File: src/rtl/irq_event_pkg.sv
package irq_event_pkg;

    localparam int ADDR_W  = 8;
    localparam int DATA_W  = 32;
    localparam int SRC_MAX = 32;

    localparam logic [ADDR_W-1:0] OFF_PEND  = 8'h20;
    localparam logic [ADDR_W-1:0] OFF_EN    = 8'h24;
    localparam logic [ADDR_W-1:0] OFF_CLR   = 8'h28;
    localparam logic [ADDR_W-1:0] OFF_LEVEL = 8'h2c;

    typedef enum logic [2:0] {
        SEL_NONE,
        SEL_PEND,
        SEL_EN,
        SEL_CLR,
        SEL_LEVEL
    } reg_sel_e;

    typedef struct packed {
        logic              we;
        logic [ADDR_W-1:0] addr;
        logic [DATA_W-1:0] wdata;
    } bus_req_t;

    function automatic reg_sel_e decode_addr(logic [ADDR_W-1:0] a);
        case (a)
            OFF_PEND:  return SEL_PEND;
            OFF_EN:    return SEL_EN;
            OFF_CLR:   return SEL_CLR;
            OFF_LEVEL: return SEL_LEVEL;
            default:   return SEL_NONE;
        endcase
    endfunction

endpackage

File: src/rtl/irq_sync_chain.sv
module irq_sync_chain #(
    parameter int WIDTH  = 32,
    parameter int STAGES = 2
) (
    input  logic             clk,
    input  logic             rst,
    input  logic [WIDTH-1:0] din,
    output logic [WIDTH-1:0] dout
);
    logic [STAGES-1:0][WIDTH-1:0] chain_q;

    always_ff @(posedge clk) begin
        if (rst) begin
            chain_q <= '0;
        end else begin
            chain_q[0] <= din;
            for (int s = 1; s < STAGES; s++) begin
                chain_q[s] <= chain_q[s-1];
            end
        end
    end

    assign dout = chain_q[STAGES-1];
endmodule

File: src/rtl/irq_event_bank.sv
module irq_event_bank #(
    parameter int NUM_SRC = 32
) (
    input  logic               clk,
    input  logic               rst,
    input  logic [NUM_SRC-1:0] level,
    input  logic [NUM_SRC-1:0] enable,
    input  logic [NUM_SRC-1:0] clr,
    output logic [NUM_SRC-1:0] pend
);
    logic [NUM_SRC-1:0] prev_q;
    logic [NUM_SRC-1:0] rise;
    logic [NUM_SRC-1:0] set_vec;

    assign rise    = level & ~prev_q;
    assign set_vec = rise & enable;

    always_ff @(posedge clk) begin
        if (rst) begin
            prev_q <= '0;
            pend   <= '0;
        end else begin
            prev_q <= level;
            pend   <= (pend & ~clr) | set_vec;
        end
    end

    // a latching edge always lands, even against a clear
    p_set_wins_r6: assert property (@(posedge clk) disable iff (rst)
        (set_vec != '0) |=> ((pend & $past(set_vec)) == $past(set_vec)));

    // cleared bits with no concurrent edge go to zero
    p_clear_r5: assert property (@(posedge clk) disable iff (rst)
        ((clr & ~set_vec) != '0) |=> ((pend & $past(clr & ~set_vec)) == '0));

    // with no edge and no clear, pending state holds
    p_hold_r3: assert property (@(posedge clk) disable iff (rst)
        (clr == '0 && set_vec == '0) |=> $stable(pend));
endmodule

File: src/rtl/irq_reg_port.sv
module irq_reg_port
    import irq_event_pkg::*;
#(
    parameter int NUM_SRC = 32
) (
    input  logic               clk,
    input  logic               rst,
    input  bus_req_t           req,
    input  logic [NUM_SRC-1:0] pend,
    input  logic [NUM_SRC-1:0] level,
    output logic [NUM_SRC-1:0] enable,
    output logic [NUM_SRC-1:0] clr,
    output logic [DATA_W-1:0]  rdata
);
    reg_sel_e sel;

    assign sel = decode_addr(req.addr);
    assign clr = (req.we && sel == SEL_CLR) ? req.wdata[NUM_SRC-1:0] : '0;

    always_ff @(posedge clk) begin
        if (rst) begin
            enable <= '0;
        end else if (req.we && sel == SEL_EN) begin
            enable <= req.wdata[NUM_SRC-1:0];
        end
    end

    always_comb begin
        rdata = '0;
        case (sel)
            SEL_PEND:  rdata[NUM_SRC-1:0] = pend;
            SEL_EN:    rdata[NUM_SRC-1:0] = enable;
            SEL_LEVEL: rdata[NUM_SRC-1:0] = level;
            default:   rdata = '0;
        endcase
    end

    // clear and unmapped offsets read as zero
    p_unmapped_zero_r2: assert property (@(posedge clk) disable iff (rst)
        (sel == SEL_NONE || sel == SEL_CLR) |-> (rdata == '0));

    // enable takes the whole written word
    p_enable_write_r7: assert property (@(posedge clk) disable iff (rst)
        (req.we && sel == SEL_EN) |=> (enable == $past(req.wdata[NUM_SRC-1:0])));

    // enable is untouched by writes elsewhere
    p_enable_keep_r10: assert property (@(posedge clk) disable iff (rst)
        !(req.we && sel == SEL_EN) |=> $stable(enable));
endmodule

File: src/rtl/irq_event_ctl.sv
module irq_event_ctl
    import irq_event_pkg::*;
#(
    parameter int NUM_SRC     = SRC_MAX,
    parameter int SYNC_STAGES = 2
) (
    input  logic               clk,
    input  logic               rst,
    input  logic [NUM_SRC-1:0] src_in,
    input  logic [ADDR_W-1:0]  reg_addr,
    input  logic               reg_we,
    input  logic [DATA_W-1:0]  reg_wdata,
    output logic [DATA_W-1:0]  reg_rdata,
    output logic               irq_out
);
    logic [NUM_SRC-1:0] level;
    logic [NUM_SRC-1:0] enable;
    logic [NUM_SRC-1:0] clr;
    logic [NUM_SRC-1:0] pend;
    bus_req_t           req;

    assign req = '{we: reg_we, addr: reg_addr, wdata: reg_wdata};

    irq_sync_chain #(.WIDTH(NUM_SRC), .STAGES(SYNC_STAGES)) u_sync (
        .clk  (clk),
        .rst  (rst),
        .din  (src_in),
        .dout (level)
    );

    irq_event_bank #(.NUM_SRC(NUM_SRC)) u_bank (
        .clk    (clk),
        .rst    (rst),
        .level  (level),
        .enable (enable),
        .clr    (clr),
        .pend   (pend)
    );

    irq_reg_port #(.NUM_SRC(NUM_SRC)) u_port (
        .clk    (clk),
        .rst    (rst),
        .req    (req),
        .pend   (pend),
        .level  (level),
        .enable (enable),
        .clr    (clr),
        .rdata  (reg_rdata)
    );

    always_ff @(posedge clk) begin
        if (rst) begin
            irq_out <= 1'b0;
        end else begin
            irq_out <= |(pend & enable);
        end
    end

    // a fully masked controller raises no request
    p_masked_out_r7: assert property (@(posedge clk) disable iff (rst)
        (enable == '0) |=> !irq_out);

    // any enabled pending source raises the request next cycle
    p_out_follows_r9: assert property (@(posedge clk) disable iff (rst)
        ((pend & enable) != '0) |=> irq_out);
endmodule

File: config.mk
export PLATFORM = sky130hd
export DESIGN_NAME = irq_event_ctl
export DESIGN_NICKNAME = d
export VERILOG_FILES = /design/src/rtl/irq_event_pkg.sv /design/src/rtl/irq_sync_chain.sv /design/src/rtl/irq_event_bank.sv /design/src/rtl/irq_reg_port.sv /design/src/rtl/irq_event_ctl.sv
export SDC_FILE = /design/constraint.sdc
export NUM_CORES = 1
export LEC_CHECK = 0
export BUFFER_PORTS_ARGS = -buffer_cell sky130_fd_sc_hd__buf_2
export CAP_MARGIN = 5
export CORE_MARGIN = 2
export CORE_UTILIZATION = 50
export DETAILED_ROUTE_END_ITERATION = 10
export PLACE_DENSITY = 0.74
export SLEW_MARGIN = 25
export SYNTH_ARGS = -nofsm -noshare
export SYNTH_HDL_FRONTEND = slang
export SYNTH_HIERARCHICAL = 1
export SYNTH_SLANG_ARGS = --single-unit
File: constraint.sdc
create_clock -name clk -period 1.5 [get_ports clk]
set_input_delay 0.075 -clock clk [delete_from_list [all_inputs] [get_ports clk]]
set_output_delay 0.075 -clock clk [all_outputs]
set_load 0.005 [all_outputs]
==> results.md <==
- Status: completed
- Post-synthesis mux area share: 4.44%
- WP data required: 1.42 ns
- CTS clk-pin slew, worst paths: 0.06 ns
- Most frequent cells in the layout: buf_2 (106), dfxtp_1 (97), nor2b_2 (88)
- DRT iter0 DRCs: 473
- Final setup margin: 0.0230 ns
- Total power: 9770 µW
- Share of cells above drive strength 1: 49.7%
- CTS root buf: clkbuf_16
- Synth cell types: 27
- WL/cell: 18.0 µm
- Most common cell after layout, fill and taps aside: buf_2
- Rel. slew slack: 70.7%
- DIE AREA: 0.0154 mm²
- Std cell rows: 43
- Number of global-route vias before repair: 5928
- Mapped Avg Cell Area: 9.91 µm²
- Drt first pass iters: 5
- Mapped Cells: 728
- Largest net degree at the start of global routing: 47
- Post-synth top area share: 44.7%
- Most used DFF post-synth: dfxtp_1
- Yosys reg bits: 161
- Core Region: 0.0140 mm²
- Detail Placement HPWL: 11.6 mm
- CP arrival: 1.40 ns
- R2r startpoint: u_port/enable[0]
- Reg2Reg Setup Slack: 0.02 ns
- First-pass GRT wire length: 30.0 mm
- Antenna Nets Post-Route: 0
- CP max stage delay: 0.37 ns
- Fin util: 68.4%
- Final GP Congestion: 0.842
- Worst hold path type: primary input to register
- Least-Margin Pin Slew: 0.440 ns
- PortBufs: 107
- Critical Path Sink Type: output port
- DR vias/cell: 5.46
- PD cells: 1020 mW/mm²
- Post-layout nets: 975
- Critical Path Start: u_port/enable[12]
- CP delay by family, top: flip-flops
- Compound-Gate Fraction of Synth Area: 13.5%
- FF-to-FF End: irq_out
- Ant diodes: 0
- End of the critical path: reg_rdata[12]
- Worst-case clock buffer depth: 2
- Number of antenna violations at the first check in global routing: 0
- EDFF count, synth: 0
- Seq/Total Area, Yosys: 44.7%
- Slowest-stage cell, CP: dfxtp_4
- Die Wd: 124 µm
- Clock sinks: 161
- Setup violators final: 0
- Worst reg2reg path depth: 4
- Worst Path Buf+Inv: 1
- Drc violations: 0
- Syn-to-layout area delta: 32.6%
- Post-synth ARST share: 0%
- Hold_ws: 0.262 ns
- Ratio of final minimum period to clock period: 98.5%
- Final WL: 19.7 mm
- Largest cells by area after synthesis: dfxtp_1 (45%), nor2b_2 (11%), a21oi_1 (4.4%)
- Worst vdd ir: 0.788 mV
- Largest family of logic cells by synthesized area: simple AND/OR/NAND/NOR gates
- Synth Area in Simple Gates: 29.0%
- H-Tree Depth: 4
- Synthesized Nets: 803
- Congestion Overflow GR: 0
- Pre-CTS setup slack: -0.191 ns
- Boundary Pins: 108
- Crit path launch type: register
- Max Freq: 0.677 GHz
- Synth warn: 6
- Final-report max-slew violation count: 0
- Cell count along the critical path: 4
- Crit-path cells: mux2i_1, or2_2, a21oi_2, buf_2
- Cell taking the most area after synthesis: dfxtp_1
- Crit Path Class: register to output port
- Max cap viols: 0
- Crit-path max FO: 4
- Synth Area in Adders: 0%
- Cell Area, Synth: 0.00721 mm²
- All-layer global routing usage: 25.7%
- XOR/XNOR Fraction of Synth Area: 0%
- Fin. Hold Viols: 0
- Clk_lat worst skew: 0.43 ns
- TritonCTS Buffers: 17
- Crit path time final: 1.48 ns
- Vias after detailed routing: 5969
- CTS tree: done
- Unrepaired setup endpoints after global routing: true
- Die height: 124 µm
- P_leak: 0.00362 µW
- Starting Density: 51.6%
- Clock Skews: 0.00671 ns
[logic make-up after synthesis]
logic type             Yosys count
AND/OR/NAND/NOR                302
flip-flops                     161
AO/OA/AOI/OAI                  145
buffers and inverters           88
multiplexers                    32
[registers in the layout, summed over array words and instances (netlist names)]
register        cells
irq_out             1
u_bank/pend        32
u_bank/prev_q      32
u_port/enable      32
u_sync/chain_q     32
u_sync/dout        32
[worst min path at each step]
| stage | from | endpoint | slack (ns) | cells after the start |
|---|---|---|---|---|
| after CTS | reg_addr[0] | u_port/enable[1] | 0.24 | 5 |
| after detailed placement | src_in[24] | u_sync/chain_q[24] | 0.29 | 2 |
| after floorplan | rst | u_port/enable[18] | 0.14 | 1 |
| final | reg_addr[1] | u_port/enable[9] | 0.26 | 5 |
| after global placement | src_in[6] | u_sync/chain_q[6] | 0.28 | 2 |
| after global routing | reg_addr[0] | u_port/enable[1] | 0.28 | 5 |
[through the flow]
stage / TNS (ns) / std cells / area [µm²]
floorplan: 0 / 728 / 7210
global placement: -5.85 / 951 / 7630
detailed placement: -7.62 / 951 / 7630
CTS: -0.0206 / 1061 / 9190
global route: -0.0771 / 1093 / 9560
finish: 0 / 1093 / 9560
[metal layers]
metal | GRT usage (%) | share of wire, %
met3 | 6.18 | 6.2
met4 | 14.3 | 3.2
met5 | 0 | 0
met2 | 40.6 | 49
met1 | 32.1 | 42
[power breakdown]
part	internal [µW]	switching [µW]	leakage, µW
clock	2920	1750	0.000304
combinational	349	355	0.00196
sequential	4350	43.8	0.00135
total	7620	2150	0.00362
[area by class of cell]
type	count	area (µm²)
inverter	1	3.75
tap	180	225
clock inverter	12	181
multi-input combinational	479	3560
timing repair buffer	240	1770
sequential	161	3350
fill	1051	4430
clock buffer	20	467
[synthesized netlist by cell type (all sizes together), types with 16 or more instances]
library cell	n
nor2b	96
dfxtp	161
buf	58
a21oi	96
or2	33
o31ai	32
a22oi	16
mux2i	32
nand2	33
nand2b	32
and2	33
nand3b	34
nand4	36
clkbuf	29
[worst min-delay path, cell delays in order]
cell,delay [ns]
buf_2,0.09
nor2_2,0.04
buf_4,0.25
nand4_1,0.14
a21oi_1,0.06
[what timing repair did]
item                                    4_1_cts  5_1_grt
gates resized for setup                      84       48
buffers inserted                             10       32
hold buffers                                 68        0
pin swaps                                     4       15
endpoints found under the hold margin        72        0
endpoints found under the setup margin       32       30
cloned                                        0        0
Power figures use the tool's default switching activity.
